`src/rtl/npk_pkg.sv`:
```
package npk_pkg;

    // flag bit that leads each 9-bit frame
    localparam logic FLAG_CMD  = 1'b0;
    localparam logic FLAG_DATA = 1'b1;

    // default opcode used for alignment padding
    localparam logic [7:0] DEFAULT_FILLER = 8'h5C;

    // which source feeds the output word in a given cycle
    typedef enum logic [1:0] {
        SRC_IDLE,
        SRC_INPUT,
        SRC_PAD,
        SRC_DRAIN
    } npk_src_e;

    function automatic logic flag_for(input logic is_cmd);
        return is_cmd ? FLAG_CMD : FLAG_DATA;
    endfunction

endpackage

```
`src/rtl/npk_merge.sv`:
```
// Combines the held partial bits with one new frame.
// The result is one completed word and the new remainder.
module npk_merge #(
    parameter int W      = 8,
    parameter int FILL_W = 4
) (
    input  logic [W-1:0]      acc,
    input  logic [FILL_W-1:0] fill,
    input  logic [W:0]        frame,
    output logic [W-1:0]      word,
    output logic [W-1:0]      rem
);
    localparam int SPAN = 2 * W;

    logic [SPAN-1:0] wide;

    always_comb begin
        // held bits sit MSB-aligned; the frame starts right after them
        wide = {acc, {W{1'b0}}} | ({frame, {(W-1){1'b0}}} >> fill);
        word = wide[SPAN-1 -: W];
        rem  = wide[W-1:0];
    end
endmodule

```
`src/rtl/npk_out_stage.sv`:
```
// Single output word register with a valid/ready handshake.
module npk_out_stage #(
    parameter int W = 8
) (
    input  logic         clk,
    input  logic         rst,
    input  logic         load,
    input  logic [W-1:0] ld_data,
    input  logic         ld_last,
    input  logic         out_ready,
    output logic         out_valid,
    output logic [W-1:0] out_data,
    output logic         out_last,
    output logic         slot_free
);
    assign slot_free = !out_valid || out_ready;

    always_ff @(posedge clk) begin
        if (rst) begin
            out_valid <= 1'b0;
            out_data  <= '0;
            out_last  <= 1'b0;
        end else if (load) begin
            out_valid <= 1'b1;
            out_data  <= ld_data;
            out_last  <= ld_last;
        end else if (out_ready) begin
            out_valid <= 1'b0;
        end
    end


    stall_hold_chk: assert property (@(posedge clk) disable iff (rst)
        (out_valid && !out_ready) |=> (out_valid && $stable(out_data) && $stable(out_last)));
endmodule

```
`src/rtl/npk_flush_ctrl.sv`:
```
// Tracks an outstanding flush until the stream reaches a word boundary.
module npk_flush_ctrl (
    input  logic clk,
    input  logic rst,
    input  logic flush,
    input  logic fill_empty,
    input  logic drain,
    output logic pending
);
    logic done;

    assign done = pending && (fill_empty || drain);

    always_ff @(posedge clk) begin
        if (rst) pending <= 1'b0;
        else     pending <= flush || (pending && !done);
    end


    flush_align_chk: assert property (@(posedge clk) disable iff (rst)
        $fell(pending) |-> fill_empty);
endmodule

```
`src/rtl/ninebit_packer.sv`:
```
module ninebit_packer #(
    parameter int                   PAYLOAD_W = 8,
    parameter logic [PAYLOAD_W-1:0] FILLER_OP = npk_pkg::DEFAULT_FILLER
) (
    input  logic                 clk,
    input  logic                 rst,
    input  logic                 in_valid,
    output logic                 in_ready,
    input  logic                 in_is_cmd,
    input  logic [PAYLOAD_W-1:0] in_byte,
    input  logic                 flush,
    output logic                 out_valid,
    input  logic                 out_ready,
    output logic [PAYLOAD_W-1:0] out_byte,
    output logic                 out_last
);
    import npk_pkg::*;

    localparam int FRAME_W = PAYLOAD_W + 1;
    localparam int FILL_W  = $clog2(PAYLOAD_W + 1);
    localparam logic [FILL_W-1:0] FULL = FILL_W'(PAYLOAD_W);

    logic [PAYLOAD_W-1:0] acc;
    logic [FILL_W-1:0]    fill;
    logic                 slot_free;
    logic                 pending;
    npk_src_e             src;
    logic [FRAME_W-1:0]   frame;
    logic [PAYLOAD_W-1:0] word;
    logic [PAYLOAD_W-1:0] rem;
    logic                 load;
    logic [PAYLOAD_W-1:0] ld_data;
    logic                 ld_last;
    logic                 drain;

    assign in_ready = slot_free && (fill != FULL) && !pending;

    // source priority: full word first, then new input, then padding
    always_comb begin
        if (slot_free && fill == FULL)
            src = SRC_DRAIN;
        else if (in_valid && in_ready)
            src = SRC_INPUT;
        else if (slot_free && pending && fill != '0)
            src = SRC_PAD;
        else
            src = SRC_IDLE;
    end

    assign frame = (src == SRC_PAD) ? {FLAG_CMD, FILLER_OP}
                                    : {flag_for(in_is_cmd), in_byte};
    assign drain   = (src == SRC_DRAIN);
    assign load    = (src != SRC_IDLE);
    assign ld_data = drain ? acc : word;
    assign ld_last = drain && pending;

    npk_merge #(.W(PAYLOAD_W), .FILL_W(FILL_W)) merge_i (
        .acc   (acc),
        .fill  (fill),
        .frame (frame),
        .word  (word),
        .rem   (rem)
    );

    always_ff @(posedge clk) begin
        if (rst) begin
            acc  <= '0;
            fill <= '0;
        end else begin
            case (src)
                SRC_INPUT, SRC_PAD: begin
                    acc  <= rem;
                    fill <= fill + 1'b1;
                end
                SRC_DRAIN: begin
                    acc  <= '0;
                    fill <= '0;
                end
                default: ;
            endcase
        end
    end

    npk_out_stage #(.W(PAYLOAD_W)) out_i (
        .clk       (clk),
        .rst       (rst),
        .load      (load),
        .ld_data   (ld_data),
        .ld_last   (ld_last),
        .out_ready (out_ready),
        .out_valid (out_valid),
        .out_data  (out_byte),
        .out_last  (out_last),
        .slot_free (slot_free)
    );

    npk_flush_ctrl flush_i (
        .clk        (clk),
        .rst        (rst),
        .flush      (flush),
        .fill_empty (fill == '0),
        .drain      (drain),
        .pending    (pending)
    );


    in_stall_chk: assert property (@(posedge clk) disable iff (rst)
        (out_valid && !out_ready) |-> !in_ready);


    pend_block_chk: assert property (@(posedge clk) disable iff (rst)
        pending |-> !in_ready);


    fill_bound_chk: assert property (@(posedge clk) disable iff (rst)
        fill <= FULL);


    last_align_chk: assert property (@(posedge clk) disable iff (rst)
        (out_valid && out_last) |-> (fill == '0));
endmodule

```
`config.mk`:
```
export PLATFORM = sky130hd
export DESIGN_NAME = ninebit_packer
export DESIGN_NICKNAME = d
export VERILOG_FILES = /design/src/rtl/npk_pkg.sv /design/src/rtl/npk_merge.sv /design/src/rtl/npk_out_stage.sv /design/src/rtl/npk_flush_ctrl.sv /design/src/rtl/ninebit_packer.sv
export SDC_FILE = /design/constraint.sdc
export NUM_CORES = 1
export LEC_CHECK = 0
export BUFFER_PORTS_ARGS = -buffer_cell sky130_fd_sc_hd__clkbuf_2
export CAP_MARGIN = 20
export CORE_ASPECT_RATIO = 1.25
export CORE_MARGIN = 2
export CORE_UTILIZATION = 35
export DETAILED_ROUTE_END_ITERATION = 8
export GPL_ROUTABILITY_DRIVEN = 0
export GPL_TIMING_DRIVEN = 0
export MAX_ROUTING_LAYER = met4
export PLACE_DENSITY_LB_ADDON = 0.05
export SLEW_MARGIN = 40
export SYNTH_ARGS = -nofsm -noshare
export SYNTH_HDL_FRONTEND = slang
export SYNTH_SLANG_ARGS = --single-unit
export TNS_END_PERCENT = 10
```
`constraint.sdc`:
```
create_clock -name clk -period 2.3 [get_ports clk]
set_clock_uncertainty 0.15 [all_clocks]
set_input_delay 0.23 -clock clk [delete_from_list [all_inputs] [get_ports clk]]
set_output_delay 0.23 -clock clk [all_outputs]
set_load 0.1 [all_outputs]
```
==> results of run 1 <==
## synthesized netlist by cell type (2+ instances only)
cell / count / share of area (%)
sky130_fd_sc_hd__dfxtp_1: 23 / 27
sky130_fd_sc_hd__nor2_1: 22 / 4.8
sky130_fd_sc_hd__nand2_1: 16 / 3.5
sky130_fd_sc_hd__a21oi_1: 13 / 3.8
sky130_fd_sc_hd__nor3_1: 12 / 3.5
sky130_fd_sc_hd__a211oi_1: 9 / 3.9
sky130_fd_sc_hd__a31oi_1: 8 / 2.9
sky130_fd_sc_hd__clkbuf_1: 8 / 1.8
sky130_fd_sc_hd__mux2i_1: 7 / 4.1
sky130_fd_sc_hd__nand3_1: 7 / 2.0
sky130_fd_sc_hd__o21ai_0: 7 / 2.0
sky130_fd_sc_hd__o22ai_1: 7 / 2.6
sky130_fd_sc_hd__a311oi_1: 6 / 3.1
sky130_fd_sc_hd__inv_1: 6 / 1.3
sky130_fd_sc_hd__nor4_1: 5 / 1.8
sky130_fd_sc_hd__a22oi_1: 4 / 1.8
sky130_fd_sc_hd__buf_2: 4 / 1.2
sky130_fd_sc_hd__a221oi_1: 3 / 1.5
sky130_fd_sc_hd__a32oi_1: 3 / 1.5
sky130_fd_sc_hd__nor2b_1: 3 / 1.1
sky130_fd_sc_hd__nor3b_1: 3 / 1.3
sky130_fd_sc_hd__o21ai_1: 3 / 0.88
sky130_fd_sc_hd__a21o_1: 2 / 0.88
sky130_fd_sc_hd__a222oi_1: 2 / 1.2
sky130_fd_sc_hd__and2b_1: 2 / 0.88
sky130_fd_sc_hd__and3b_1: 2 / 1.0
sky130_fd_sc_hd__buf_1: 2 / 0.44
sky130_fd_sc_hd__buf_4: 2 / 0.88
sky130_fd_sc_hd__ha_1: 2 / 1.5
sky130_fd_sc_hd__nand4_1: 2 / 0.73
sky130_fd_sc_hd__o21a_1: 2 / 0.88
sky130_fd_sc_hd__o32ai_1: 2 / 1.0
sky130_fd_sc_hd__o41ai_1: 2 / 1.0
sky130_fd_sc_hd__xnor2_1: 2 / 1.0
## state kept, by name, summed over array words and instances, names as in the netlist
name / count
acc: 8
flush_i.pending: 1
out_i.out_last: 1
out_i.out_data: 8
out_i.out_valid: 1
fill: 4
## cell usage in the layout (no fill, tap or decap), types with 3 or more instances in the layout
master / Yosys / routed
sky130_fd_sc_hd__o21ai_1: 3 / 4
sky130_fd_sc_hd__a211oi_1: 9 / 9
sky130_fd_sc_hd__nor3_1: 12 / 11
sky130_fd_sc_hd__a311oi_1: 6 / 5
sky130_fd_sc_hd__clkbuf_1: 8 / 7
sky130_fd_sc_hd__a221oi_1: 3 / 3
sky130_fd_sc_hd__a22oi_1: 4 / 4
sky130_fd_sc_hd__o21ai_0: 7 / 6
sky130_fd_sc_hd__nor4_1: 5 / 5
sky130_fd_sc_hd__o22ai_1: 7 / 7
sky130_fd_sc_hd__dfxtp_2: 0 / 3
sky130_fd_sc_hd__buf_4: 2 / 4
sky130_fd_sc_hd__nor2b_1: 3 / 3
sky130_fd_sc_hd__a32oi_1: 3 / 3
sky130_fd_sc_hd__mux2i_1: 7 / 7
sky130_fd_sc_hd__nand2_1: 16 / 16
sky130_fd_sc_hd__dfxtp_1: 23 / 20
sky130_fd_sc_hd__a21oi_1: 13 / 13
sky130_fd_sc_hd__a31oi_1: 8 / 8
sky130_fd_sc_hd__buf_2: 4 / 4
sky130_fd_sc_hd__nor2_1: 22 / 21
sky130_fd_sc_hd__nor3b_1: 3 / 3
sky130_fd_sc_hd__nand3_1: 7 / 7
sky130_fd_sc_hd__clkbuf_8: 0 / 4
sky130_fd_sc_hd__clkbuf_2: 0 / 23
sky130_fd_sc_hd__inv_1: 6 / 5
## final cells by class
| cell class | instances | area [um^2] | area share [%] |
|---|---|---|---|
| Buffer | 17 | 97.6 | 4.77 |
| Clock buffer | 3 | 41.3 | 2.02 |
| Clock inverter | 1 | 5.00 | 0.245 |
| Inverter | 7 | 28.8 | 1.41 |
| Multi-Input combinational cell | 176 | 1180 | 57.5 |
| Sequential cell | 23 | 464 | 22.7 |
| Tap cell | 60 | 75.1 | 3.67 |
| Timing Repair Buffer | 27 | 158 | 7.71 |
## final timing paths
kind                startpoint                end  slack (ps)  cells past startpoint
min                      flush    flush_i.pending          40                      2
max reg2reg            fill[1]  out_i.out_data[4]          50                      9
min reg2reg  out_i.out_data[7]  out_i.out_data[7]         340                      2
max                    fill[1]  out_i.out_data[4]          50                      9
## logic make-up after synthesis
kind of cell,count (synthesis)
AOI/OAI and AO/OA,80
xor gates and xnor gates,2
adders and majority gates,2
buffers and inverters,24
DFF,23
muxes,8
and+or+nand+nor,84
## through the flow
stage                     TNS [ps]  std cells  cell area, um^2  util, %
after floorplan              -95.1        223             1720        -
after global placement      -11920        307             1920     40.6
after detailed placement    -11320        307             1920     40.6
after CTS                        0        313             2020     42.7
after global routing          -183        314             2050     43.3
final                            0        314             2050     43.3
## metal layers
| metal | vias up | global-route usage (%) |
|---|---|---|
| met5 | - | - |
| met4 | 0 | 12.9 |
| met3 | 28 | 3.39 |
| met2 | 114 | 39.3 |
| met1 | 929 | 30.7 |
| li1 | 928 | - |
## repair_timing
action / 4_1_cts / 5_1_grt
endpoints found under the setup margin: 24 / 15
resized for setup: 14 / 2
setup buffers: 2 / 1
pin swaps: 4 / 4
## power by group through the flow
stage | sequential (mW) | clock (mW) | combinational, mW
final | 0.454 | 0.269 | 0.648
after global routing | 0.459 | 0.289 | 0.687
after CTS | 0.454 | 0.272 | 0.627
after detailed placement | 0.462 | 0 | 0.601
after global placement | 0.462 | 0 | 0.609
after floorplan | 0.606 | 0 | 0.315
==> metrics.txt, run 1 <==
# TYPE chip_impl_metric gauge
chip_impl_metric{name="finalHoldViolations",unit=""} 0
chip_impl_metric{name="cp_max_fo",unit=""} 10
chip_impl_info{name="worstPathCellList",value="clkbuf_8, inv_4, ha_4, nand2b_2, a211oi_4, or2_4, buf_4, nor2_1, a211oi_1"} 1
chip_impl_info{name="synth_flop_cell",value="sky130_fd_sc_hd__dfxtp_1"} 1
chip_impl_metric{name="post_route_cells_drive_above_1_share",unit="%"} 22.8
chip_impl_info{name="topRoutingLayerUsed",value="met4"} 1
chip_impl_metric{name="final_critical_path_setup_slack",unit="ps"} 49.1
chip_impl_metric{name="ant_nets",unit=""} 0
chip_impl_metric{name="nNetsFinal",unit=""} 271
chip_impl_metric{name="chipHeight",unit="um"} 82.2
chip_impl_metric{name="timing.fmax",unit="MHz"} 444
chip_impl_info{name="critical_path_class",value="flop to flop"} 1
chip_impl_metric{name="power_report.internal_total",unit="mW"} 0.739
chip_impl_metric{name="post_synth.cell_area_avg",unit="um^2"} 7.68
chip_impl_metric{name="met2_length",unit="mm"} 2.93
chip_impl_metric{name="max_stage_delay",unit="ps"} 380
chip_impl_metric{name="post-dp-hpwl",unit="mm"} 4.67
chip_impl_metric{name="post_synth_xor_xnor_area",unit="%"} 1.02
chip_impl_metric{name="cp_data_required_time",unit="ps"} 2330
chip_impl_metric{name="initial_utilization",unit="%"} 36.2
chip_impl_metric{name="drv.max_cap_violation_count",unit=""} 0
chip_impl_metric{name="die_width",unit="um"} 66.6
chip_impl_metric{name="detail_route.first_pass.iterations",unit=""} 9
chip_impl_metric{name="power.total",unit="mW"} 1.37
chip_impl_metric{name="synth_fa_ha_area_share",unit="%"} 1.46
chip_impl_metric{name="power_frac_clock",unit="%"} 19.6
chip_impl_metric{name="final_max_slew_viols",unit=""} 0
chip_impl_metric{name="h-tree-depth",unit=""} 1
chip_impl_metric{name="sum_of_met3_wire_segment_lengths_after_detailed_routing",unit="um"} 474
chip_impl_info{name="run_status",value="complete, no violations"} 1
chip_impl_metric{name="synthMuxAreaShare",unit="%"} 4.75
chip_impl_metric{name="clk_pin_slew_worst_paths",unit="ps"} 80
chip_impl_info{name="cts_root_buf",value="sky130_fd_sc_hd__clkbuf_8"} 1
chip_impl_metric{name="number_of_nets_produced_by_synthesis",unit=""} 239
chip_impl_metric{name="fin_crit",unit="ps"} 2250
chip_impl_metric{name="max_slew_margin_vs_limit",unit="%"} 60.3
chip_impl_metric{name="finalSetupViolCount",unit=""} 0
chip_impl_metric{name="hold_slack",unit="ps"} 35.8
chip_impl_info{name="synth_top_family_by_area",value="compound AO/OA/AOI/OAI gates"} 1
chip_impl_metric{name="grt_overflow_total",unit=""} 0
chip_impl_metric{name="yosysWarnings",unit=""} 0
chip_impl_metric{name="areaGrowthSynthToFinish",unit="%"} 19.5
chip_impl_metric{name="floorplan.io_pins",unit=""} 25
chip_impl_metric{name="power-per-cell-area",unit="mW/mm^2"} 670
chip_impl_metric{name="grt_pass1_wl",unit="mm"} 9.85
chip_impl_metric{name="syn_inst",unit=""} 223
chip_impl_info{name="critPathTopFamily",value="compound AO/OA/AOI/OAI gates"} 1
chip_impl_metric{name="core-area",unit="mm^2"} 0.00473
chip_impl_metric{name="synth_seq_area_share",unit="%"} 26.9
chip_impl_metric{name="grt_max_degree",unit=""} 14
chip_impl_metric{name="grt_util_all_layers",unit="%"} 24.8
chip_impl_metric{name="synth.cell_area",unit="mm^2"} 0.00171
chip_impl_metric{name="fin_crit_sh",unit="%"} 97.9
chip_impl_metric{name="pre_cts_worst_setup_slack",unit="ps"} -632
chip_impl_metric{name="routed-via-count",unit=""} 1999
chip_impl_metric{name="cts-root-to-sink-buffers",unit=""} 2
chip_impl_metric{name="final.fill_count",unit=""} 498
chip_impl_metric{name="netSwitchingFraction",unit="%"} 46.1
chip_impl_metric{name="p_comb_share",unit="%"} 47.2
chip_impl_metric{name="ys_async_sr_fraction",unit="%"} 0
chip_impl_info{name="setup_repair_after_global_routing_missed_its_margin",value="true"} 1
chip_impl_info{name="timing.critical_path.slowest_stage_cell",value="sky130_fd_sc_hd__a211oi_4"} 1
chip_impl_metric{name="drt_drc_violations_left",unit=""} 0
chip_impl_metric{name="io_buffers",unit=""} 24
chip_impl_metric{name="synthSimpleGateAreaFrac",unit="%"} 25.8
chip_impl_metric{name="postCtsHoldBufs",unit=""} 0
chip_impl_metric{name="wire_per_inst",unit="um"} 20.0
chip_impl_metric{name="critical_path_buf_inv_count",unit=""} 3
chip_impl_metric{name="worst-endpoint-arrival",unit="ps"} 2280
chip_impl_metric{name="netlist-cell-type-count",unit=""} 54
chip_impl_metric{name="tritoncts.num_buffers",unit=""} 3
chip_impl_metric{name="detailedRoute.firstIterationViolations",unit=""} 190
chip_impl_metric{name="rows",unit=""} 28
chip_impl_metric{name="power.switching",unit="mW"} 0.632
chip_impl_metric{name="drt-total-wl",unit="mm"} 6.27
chip_impl_info{name="tritoncts",value="yes"} 1
chip_impl_info{name="min-delay-path-class",value="primary input to flop"} 1
chip_impl_metric{name="clock-sinks",unit=""} 23
chip_impl_metric{name="synth-edff-count",unit=""} 0
chip_impl_metric{name="timing_worst_slew_pin_value",unit="ps"} 595
chip_impl_info{name="worstSetupStartpointType",value="flop"} 1
chip_impl_metric{name="reported_leakage_power",unit="nW"} 0.748
chip_impl_metric{name="met1Wirelength",unit="mm"} 2.54
chip_impl_metric{name="p_seq_share",unit="%"} 33.1
chip_impl_metric{name="vias_per_cell",unit=""} 6.37
chip_impl_metric{name="grt_antenna_before_repair",unit=""} 0
chip_impl_metric{name="insertedDiodeCount",unit=""} 0
chip_impl_metric{name="vdd_drop_max",unit="uV"} 288
chip_impl_metric{name="synth_seq_cells",unit=""} 23
chip_impl_metric{name="die-area",unit="mm^2"} 0.00547
chip_impl_metric{name="synth_compound_gate_area_share",unit="%"} 33.6
chip_impl_metric{name="clock_insertion_delay_worst_skew",unit="ps"} 270
chip_impl_info{name="endpoint_kind",value="flop"} 1
chip_impl_metric{name="vias_in_the_first_global_route",unit=""} 1836
(Power assumes the default switching activity.)
==> run 2, diff against run 1 <==
--- a/config.mk
+++ b/config.mk
@@ -5,7 +5,8 @@
 export SDC_FILE = /design/constraint.sdc
 export NUM_CORES = 1
 export LEC_CHECK = 0
-export BUFFER_PORTS_ARGS = -buffer_cell sky130_fd_sc_hd__clkbuf_2
+export ABC_AREA = 1
+export BUFFER_PORTS_ARGS = -buffer_cell sky130_fd_sc_hd__buf_4
 export CAP_MARGIN = 20
 export CORE_ASPECT_RATIO = 1.25
 export CORE_MARGIN = 2
==> metrics.txt, run 2 <==
# TYPE chip_impl_metric gauge
chip_impl_metric{name="areaGrowthSynthToFinish",unit="%"} 31.7
chip_impl_metric{name="grt_overflow_total",unit=""} 0
chip_impl_metric{name="detail_route.first_pass.iterations",unit=""} 5
chip_impl_metric{name="insertedDiodeCount",unit=""} 0
chip_impl_metric{name="floorplan.io_pins",unit=""} 25
chip_impl_metric{name="finalSetupViolCount",unit=""} 0
chip_impl_metric{name="synth.cell_area",unit="mm^2"} 0.00149
chip_impl_metric{name="place_inst",unit=""} 320
chip_impl_metric{name="core-area",unit="mm^2"} 0.00410
chip_impl_metric{name="fin_crit_sh",unit="%"} 93.7
chip_impl_info{name="dominant_cell_type_by_area_after_synthesis",value="sky130_fd_sc_hd__dfxtp_1"} 1
chip_impl_metric{name="synth_seq_cells",unit=""} 23
chip_impl_metric{name="post-dp-hpwl",unit="mm"} 3.28
chip_impl_metric{name="clock-sinks",unit=""} 23
chip_impl_metric{name="post_synth.cell_area_avg",unit="um^2"} 6.22
chip_impl_metric{name="cts-root-to-sink-buffers",unit=""} 2
chip_impl_info{name="regs_by_ff_count",value="acc x8, out_i.out_data x8, fill x4"} 1
chip_impl_info{name="post-synth-top-count-cell",value="sky130_fd_sc_hd__nand2_1"} 1
chip_impl_metric{name="vias_per_cell",unit=""} 4.97
chip_impl_metric{name="fin_crit",unit="ps"} 2150
chip_impl_metric{name="synth_seq_area_share",unit="%"} 30.8
chip_impl_info{name="worstSetupStartpointType",value="flop"} 1
chip_impl_metric{name="initial_utilization",unit="%"} 36.4
chip_impl_info{name="ys_top_cells_by_area",value="sky130_fd_sc_hd__dfxtp_1 31%, sky130_fd_sc_hd__nand3_1 16%, sky130_fd_sc_hd__nand2_1 16%"} 1
chip_impl_info{name="layout_commonest_cell",value="sky130_fd_sc_hd__nand2_1"} 1
chip_impl_info{name="cts_root_buf",value="sky130_fd_sc_hd__clkbuf_8"} 1
chip_impl_metric{name="nNetsFinal",unit=""} 292
chip_impl_metric{name="yosys.area.top_type_share",unit="%"} 30.8
chip_impl_metric{name="routed-via-count",unit=""} 1646
chip_impl_metric{name="tritoncts.num_buffers",unit=""} 3
chip_impl_metric{name="die-area",unit="mm^2"} 0.00481
chip_impl_metric{name="die_width",unit="um"} 62.4
chip_impl_metric{name="ys_async_sr_fraction",unit="%"} 0
chip_impl_info{name="netlist_top_cells_count",value="62 x sky130_fd_sc_hd__nand2_1, 49 x sky130_fd_sc_hd__nand3_1, 27 x sky130_fd_sc_hd__a21oi_1"} 1
chip_impl_metric{name="final.fill_count",unit=""} 458
chip_impl_metric{name="syn_inst",unit=""} 240
chip_impl_info{name="min-delay-path-class",value="flop to flop"} 1
chip_impl_info{name="critical_path_class",value="flop to flop"} 1
chip_impl_info{name="synth_flop_cell",value="sky130_fd_sc_hd__dfxtp_1"} 1
chip_impl_metric{name="netlist-cell-type-count",unit=""} 24
chip_impl_info{name="tritoncts",value="yes"} 1
chip_impl_metric{name="finalHoldViolations",unit=""} 0
chip_impl_metric{name="io_buffers",unit=""} 24
chip_impl_metric{name="clk_pin_slew_worst_paths",unit="ps"} 90
chip_impl_metric{name="drt-total-wl",unit="mm"} 4.32
chip_impl_metric{name="wire_per_inst",unit="um"} 13.1
chip_impl_metric{name="power-per-cell-area",unit="mW/mm^2"} 650
chip_impl_metric{name="post_route_cells_drive_above_1_share",unit="%"} 25.8
chip_impl_metric{name="detailedRoute.firstIterationViolations",unit=""} 53
chip_impl_metric{name="cp_max_fo",unit=""} 6
chip_impl_metric{name="reported_leakage_power",unit="nW"} 0.904
chip_impl_metric{name="worst-endpoint-arrival",unit="ps"} 2150
chip_impl_metric{name="drv.max_cap_violation_count",unit=""} 0
chip_impl_metric{name="pre_cts_worst_setup_slack",unit="ps"} -306
chip_impl_metric{name="final_cell_count_no_fill",unit=""} 331
chip_impl_metric{name="grt_pass1_wl",unit="mm"} 7.01
chip_impl_metric{name="ant_nets",unit=""} 0
chip_impl_metric{name="grt_antenna_before_repair",unit=""} 0
chip_impl_metric{name="final_critical_path_setup_slack",unit="ps"} 146
chip_impl_info{name="endpoint_kind",value="flop"} 1
chip_impl_metric{name="yosysWarnings",unit=""} 0
chip_impl_metric{name="vdd_drop_max",unit="uV"} 376
chip_impl_metric{name="power.total",unit="mW"} 1.28
chip_impl_info{name="layout_common_cells",value="59 x sky130_fd_sc_hd__nand2_1, 45 x sky130_fd_sc_hd__nand3_1, 32 x sky130_fd_sc_hd__buf_4, 27 x sky130_fd_sc_hd__a21oi_1, 21 x sky130_fd_sc_hd__dfxtp_1"} 1
chip_impl_metric{name="hold_slack",unit="ps"} 314
chip_impl_metric{name="chipHeight",unit="um"} 77.0
chip_impl_metric{name="grt_max_degree",unit=""} 14
chip_impl_info{name="run_status",value="complete, no violations"} 1
chip_impl_metric{name="timing.fmax",unit="MHz"} 464
chip_impl_metric{name="timing_worst_slew_pin_value",unit="ps"} 478
chip_impl_metric{name="max_slew_margin_vs_limit",unit="%"} 68.1
chip_impl_metric{name="clock_insertion_delay_worst_skew",unit="ps"} 270
chip_impl_metric{name="h-tree-depth",unit=""} 1
chip_impl_metric{name="cp_data_required_time",unit="ps"} 2290
chip_impl_metric{name="number_of_nets_produced_by_synthesis",unit=""} 256
chip_impl_metric{name="grt_util_all_layers",unit="%"} 18.5
chip_impl_metric{name="drt_drc_violations_left",unit=""} 0
chip_impl_metric{name="rows",unit=""} 26
chip_impl_metric{name="vias_in_the_first_global_route",unit=""} 1465
chip_impl_metric{name="synth-edff-count",unit=""} 0
chip_impl_metric{name="final_max_slew_viols",unit=""} 0
[run 2: through the flow]
step / cell area, um^2 / setup TNS [ps] / utilization, %
2_1_floorplan: 1510 / -824 / -
3_3_place_gp: 1760 / -5120 / 42.8
3_5_place_dp: 1760 / -4890 / 42.8
4_1_cts: 1850 / 0 / 45.2
5_1_grt: 1970 / -44.9 / 48.0
6_report: 1970 / 0 / 48.0
[run 2: metal layers]
metal,track usage [%],wire (um),share of wire (%),vias up
li1,-,-,-,867
met1,22.6,1920,44,726
met2,29.7,2120,49,44
met3,3.81,196,4.5,9
met4,8.00,88,2.0,0
met5,-,0,0,-
[run 2: cell families after synthesis]
kind of cell	Yosys count	share of synthesized area (%)
flops	23	30.8
buf+inv	32	9.46
simple gates	142	43.7
compound gates	40	13.7
xor+xnor	1	0.586
fa+ha+maj	2	1.67
[run 2: report_power, final]
group / switching [mW] / internal, mW / total, mW / leakage (nW)
Combinational: 0.395 / 0.173 / 0.568 / 0.689
Sequential: 0.0207 / 0.430 / 0.450 / 0.189
Clock: 0.139 / 0.121 / 0.260 / 0.0255
[run 2: layout make-up]
cell class                      count  area (um^2)  area share (%)
Buffer                             14         93.8            4.77
Clock inverter                      1         5.00           0.254
Multi-Input combinational cell    185          973            49.5
Clock buffer                        3         41.3            2.10
Timing Repair Buffer               32          249            12.7
Sequential cell                    23          468            23.8
Inverter                           17         66.3            3.37
Tap cell                           56         70.1            3.56
[run 2: path summary, 6_finish.rpt]
kind                  start              to  slack (ps)  depth (start not counted)
min          out_i.out_last  out_i.out_last         310                          2
min reg2reg  out_i.out_last  out_i.out_last         310                          2
max                 fill[1]          acc[0]         150                         15
max reg2reg         fill[1]          acc[0]         150                         15
[run 2: worst max-delay path, cell delays in order (launching register included)]
cell and delay (ps):
sky130_fd_sc_hd__dfxtp_4 380, sky130_fd_sc_hd__inv_1 90, sky130_fd_sc_hd__buf_6 120, sky130_fd_sc_hd__ha_4 130
sky130_fd_sc_hd__nand2_2 70, sky130_fd_sc_hd__nor2_4 170, sky130_fd_sc_hd__nand2_4 100, sky130_fd_sc_hd__nand3_4 100
sky130_fd_sc_hd__buf_6 140, sky130_fd_sc_hd__nand2_1 50, sky130_fd_sc_hd__nand2_1 60, sky130_fd_sc_hd__nand3_1 100
sky130_fd_sc_hd__nand3_1 140, sky130_fd_sc_hd__nand3_1 80, sky130_fd_sc_hd__nand2_1 80, sky130_fd_sc_hd__a21oi_1 60
[run 2: repair_timing]
item                                   CTS  global route
endpoints found under the hold margin    3             0
pin swaps                                0             2
gates resized for setup                 11            21
setup buffers                            0             5
cloned                                   0             1
hold buffers                             2             0
setup endpoints to repair               23            20
==> run 3, diff against run 2 <==
--- a/config.mk
+++ b/config.mk
@@ -16,6 +16,7 @@
 export GPL_TIMING_DRIVEN = 0
 export MAX_ROUTING_LAYER = met4
 export PLACE_DENSITY_LB_ADDON = 0.05
+export REMOVE_ABC_BUFFERS = 1
 export SLEW_MARGIN = 40
 export SYNTH_ARGS = -nofsm -noshare
 export SYNTH_HDL_FRONTEND = slang
==> metrics.txt, run 3 (synthesis gave the netlist of run 2 again) <==
# TYPE chip_impl_metric gauge
chip_impl_metric{name="grt_pass1_wl",unit="mm"} 7.31
chip_impl_metric{name="finalHoldViolations",unit=""} 1
chip_impl_metric{name="grt_overflow_total",unit=""} 0
chip_impl_metric{name="postCtsHoldBufs",unit=""} 0
chip_impl_metric{name="final_max_slew_viols",unit=""} 0
chip_impl_metric{name="io_buffers",unit=""} 24
chip_impl_metric{name="cts-root-to-sink-buffers",unit=""} 2
chip_impl_metric{name="fin_crit",unit="ps"} 2110
chip_impl_metric{name="routed-via-count",unit=""} 1645
chip_impl_metric{name="final_critical_path_setup_slack",unit="ps"} 195
chip_impl_metric{name="hold_slack",unit="ps"} -3.67
chip_impl_info{name="layout_commonest_cell",value="sky130_fd_sc_hd__nand2_1"} 1
chip_impl_info{name="endpoint_kind",value="flop"} 1
chip_impl_metric{name="initial_utilization",unit="%"} 36.4
chip_impl_metric{name="ant_nets",unit=""} 0
chip_impl_info{name="hold_start",value="flush"} 1
chip_impl_metric{name="met1Wirelength",unit="mm"} 1.93
chip_impl_info{name="worstPathCellList",value="clkinvlp_4, ha_2, nand2_1, nor2_2, nor2_4, buf_4, nor2_4, nor2_2, inv_1, a21oi_1, nand2_1, a21oi_1"} 1
chip_impl_metric{name="detail_route.first_pass.iterations",unit=""} 4
chip_impl_info{name="regToRegStartpoint",value="fill[0]"} 1
chip_impl_info{name="failed_checks",value="negative hold slack"} 1
chip_impl_info{name="regs_by_ff_count",value="acc x8, out_i.out_data x8, fill x4"} 1
chip_impl_info{name="worstSetupStartpointType",value="flop"} 1
chip_impl_metric{name="clock-sinks",unit=""} 23
chip_impl_info{name="cts_root_buf",value="sky130_fd_sc_hd__clkbuf_8"} 1
chip_impl_metric{name="core-area",unit="mm^2"} 0.00410
chip_impl_info{name="topRoutingLayerUsed",value="met4"} 1
chip_impl_metric{name="chipHeight",unit="um"} 77.0
chip_impl_metric{name="grt_util_all_layers",unit="%"} 19.8
chip_impl_metric{name="insertedDiodeCount",unit=""} 0
chip_impl_metric{name="max_stage_delay",unit="ps"} 390
chip_impl_metric{name="die-area",unit="mm^2"} 0.00481
chip_impl_metric{name="grt_antenna_before_repair",unit=""} 0
chip_impl_metric{name="hold-path-cell-count",unit=""} 3
chip_impl_metric{name="rr_worst_depth",unit=""} 12
chip_impl_metric{name="vias_in_the_first_global_route",unit=""} 1521
chip_impl_metric{name="h-tree-depth",unit=""} 1
chip_impl_metric{name="wire_per_inst",unit="um"} 13.5
chip_impl_metric{name="power-per-cell-area",unit="mW/mm^2"} 677
chip_impl_info{name="run_status",value="complete, but fails checks"} 1
chip_impl_metric{name="floorplan.io_pins",unit=""} 25
chip_impl_metric{name="detailedRoute.firstIterationViolations",unit=""} 106
chip_impl_metric{name="rows",unit=""} 26
chip_impl_metric{name="clk_pin_slew_worst_paths",unit="ps"} 90
chip_impl_metric{name="drt-total-wl",unit="mm"} 4.37
chip_impl_info{name="critical_path_class",value="flop to flop"} 1
chip_impl_metric{name="vias_per_cell",unit=""} 5.09
chip_impl_metric{name="tritoncts.num_buffers",unit=""} 3
chip_impl_metric{name="areaGrowthSynthToFinish",unit="%"} 25.4
chip_impl_metric{name="pre_cts_worst_setup_slack",unit="ps"} -828
chip_impl_info{name="min-delay-path-class",value="primary input to flop"} 1
chip_impl_metric{name="cp_data_required_time",unit="ps"} 2360
chip_impl_metric{name="clock_insertion_delay_worst_skew",unit="ps"} 270
chip_impl_info{name="layout_common_cells",value="62 x sky130_fd_sc_hd__nand2_1, 49 x sky130_fd_sc_hd__nand3_1, 37 x sky130_fd_sc_hd__buf_4, 27 x sky130_fd_sc_hd__a21oi_1, 19 x sky130_fd_sc_hd__dfxtp_1"} 1
chip_impl_metric{name="cp_max_fo",unit=""} 7
chip_impl_metric{name="timing_worst_slew_pin_value",unit="ps"} 502
chip_impl_metric{name="grt_max_degree",unit=""} 19
chip_impl_metric{name="reported_leakage_power",unit="nW"} 0.854
chip_impl_metric{name="met2_length",unit="mm"} 2.23
chip_impl_metric{name="vdd_drop_max",unit="uV"} 283
chip_impl_metric{name="utilization",unit="%"} 45.7
chip_impl_metric{name="timing.fmax",unit="MHz"} 475
chip_impl_metric{name="worst-endpoint-arrival",unit="ps"} 2160
chip_impl_metric{name="post_route_cells_drive_above_1_share",unit="%"} 24.3
chip_impl_metric{name="power.total",unit="mW"} 1.27
chip_impl_metric{name="die_width",unit="um"} 62.4
chip_impl_metric{name="post-dp-hpwl",unit="mm"} 2.92
chip_impl_metric{name="finalSetupViolCount",unit=""} 0
chip_impl_info{name="worst_flop_to_flop_path_endpoint",value="acc[0]"} 1
chip_impl_info{name="timing.critical_path.slowest_stage_cell",value="sky130_fd_sc_hd__dfxtp_4"} 1
chip_impl_metric{name="drt_drc_violations_left",unit=""} 0
chip_impl_metric{name="reg2reg_slack",unit="ps"} 190
chip_impl_info{name="hold-path-endpoint",value="flush_i.pending"} 1
chip_impl_metric{name="nNetsFinal",unit=""} 284
chip_impl_metric{name="max_slew_margin_vs_limit",unit="%"} 66.5
chip_impl_info{name="tritoncts",value="yes"} 1
chip_impl_metric{name="drv.max_cap_violation_count",unit=""} 0
chip_impl_metric{name="fin_crit_sh",unit="%"} 91.5
chip_impl_metric{name="sum_of_met3_wire_segment_lengths_after_detailed_routing",unit="um"} 156
run 3: where the power goes:
part | internal, mW | switching [mW]
logic | 0.162 | 0.391
registers | 0.429 | 0.0222
clock network | 0.122 | 0.143
total | 0.712 | 0.556
run 3: layer usage:
| metal | vias up | global-route usage, % |
|---|---|---|
| met5 | - | - |
| met4 | 0 | 6.00 |
| met3 | 5 | 2.20 |
| met2 | 26 | 33.5 |
| met1 | 757 | 24.7 |
| li1 | 857 | - |
run 3: how the worst max path moves through the flow:
stage / from / endpoint / slack (ps) / cells after the start
finish: fill[0] / acc[0] / 190 / 12
global route: fill[0] / acc[3] / -20 / 15
CTS: fill[0] / out_i.out_data[1] / 2 / 13
detailed placement: fill[1] / fill[3] / -830 / 11
global placement: fill[1] / fill[3] / -1790 / 11
floorplan: fill[1] / in_ready / -1300 / 5
run 3: through the flow:
stage          hold slack [ps]  TNS, ps  instances  cell area, um^2
5_1_grt                   10.9    -24.8        323             1870
3_5_place_dp               286   -14780        305             1670
6_report                 -3.67        0        323             1870
2_1_floorplan              149   -13440        225             1420
4_1_cts                   2.17        0        316             1810
3_3_place_gp               288   -33350        305             1670
run 3: final cells by class:
type / count / area (um^2)
Tap cell: 56 / 70.1
Inverter: 17 / 75.1
Clock buffer: 3 / 41.3
Multi-Input combinational cell: 186 / 931
Timing Repair Buffer: 37 / 278
Fill cell: 475 / 2230
Clock inverter: 1 / 5.00
Sequential cell: 23 / 473
run 3: repair_timing:
| action | 4_1_cts | 5_1_grt |
|---|---|---|
| cloned | 1 | 0 |
| setup endpoints to repair | 23 | 19 |
| buffers inserted | 6 | 7 |
| pin swaps | 2 | 3 |
| gates resized for setup | 12 | 3 |
run 3: worst max-delay path, delay by kind of cell (launching register included):
family	cells	cell delay [ps]
AOI/OAI and AO/OA	2	270
adders and majority gates	1	200
buffers and inverters	3	420
DFF	1	390
and+or+nand+nor	6	590
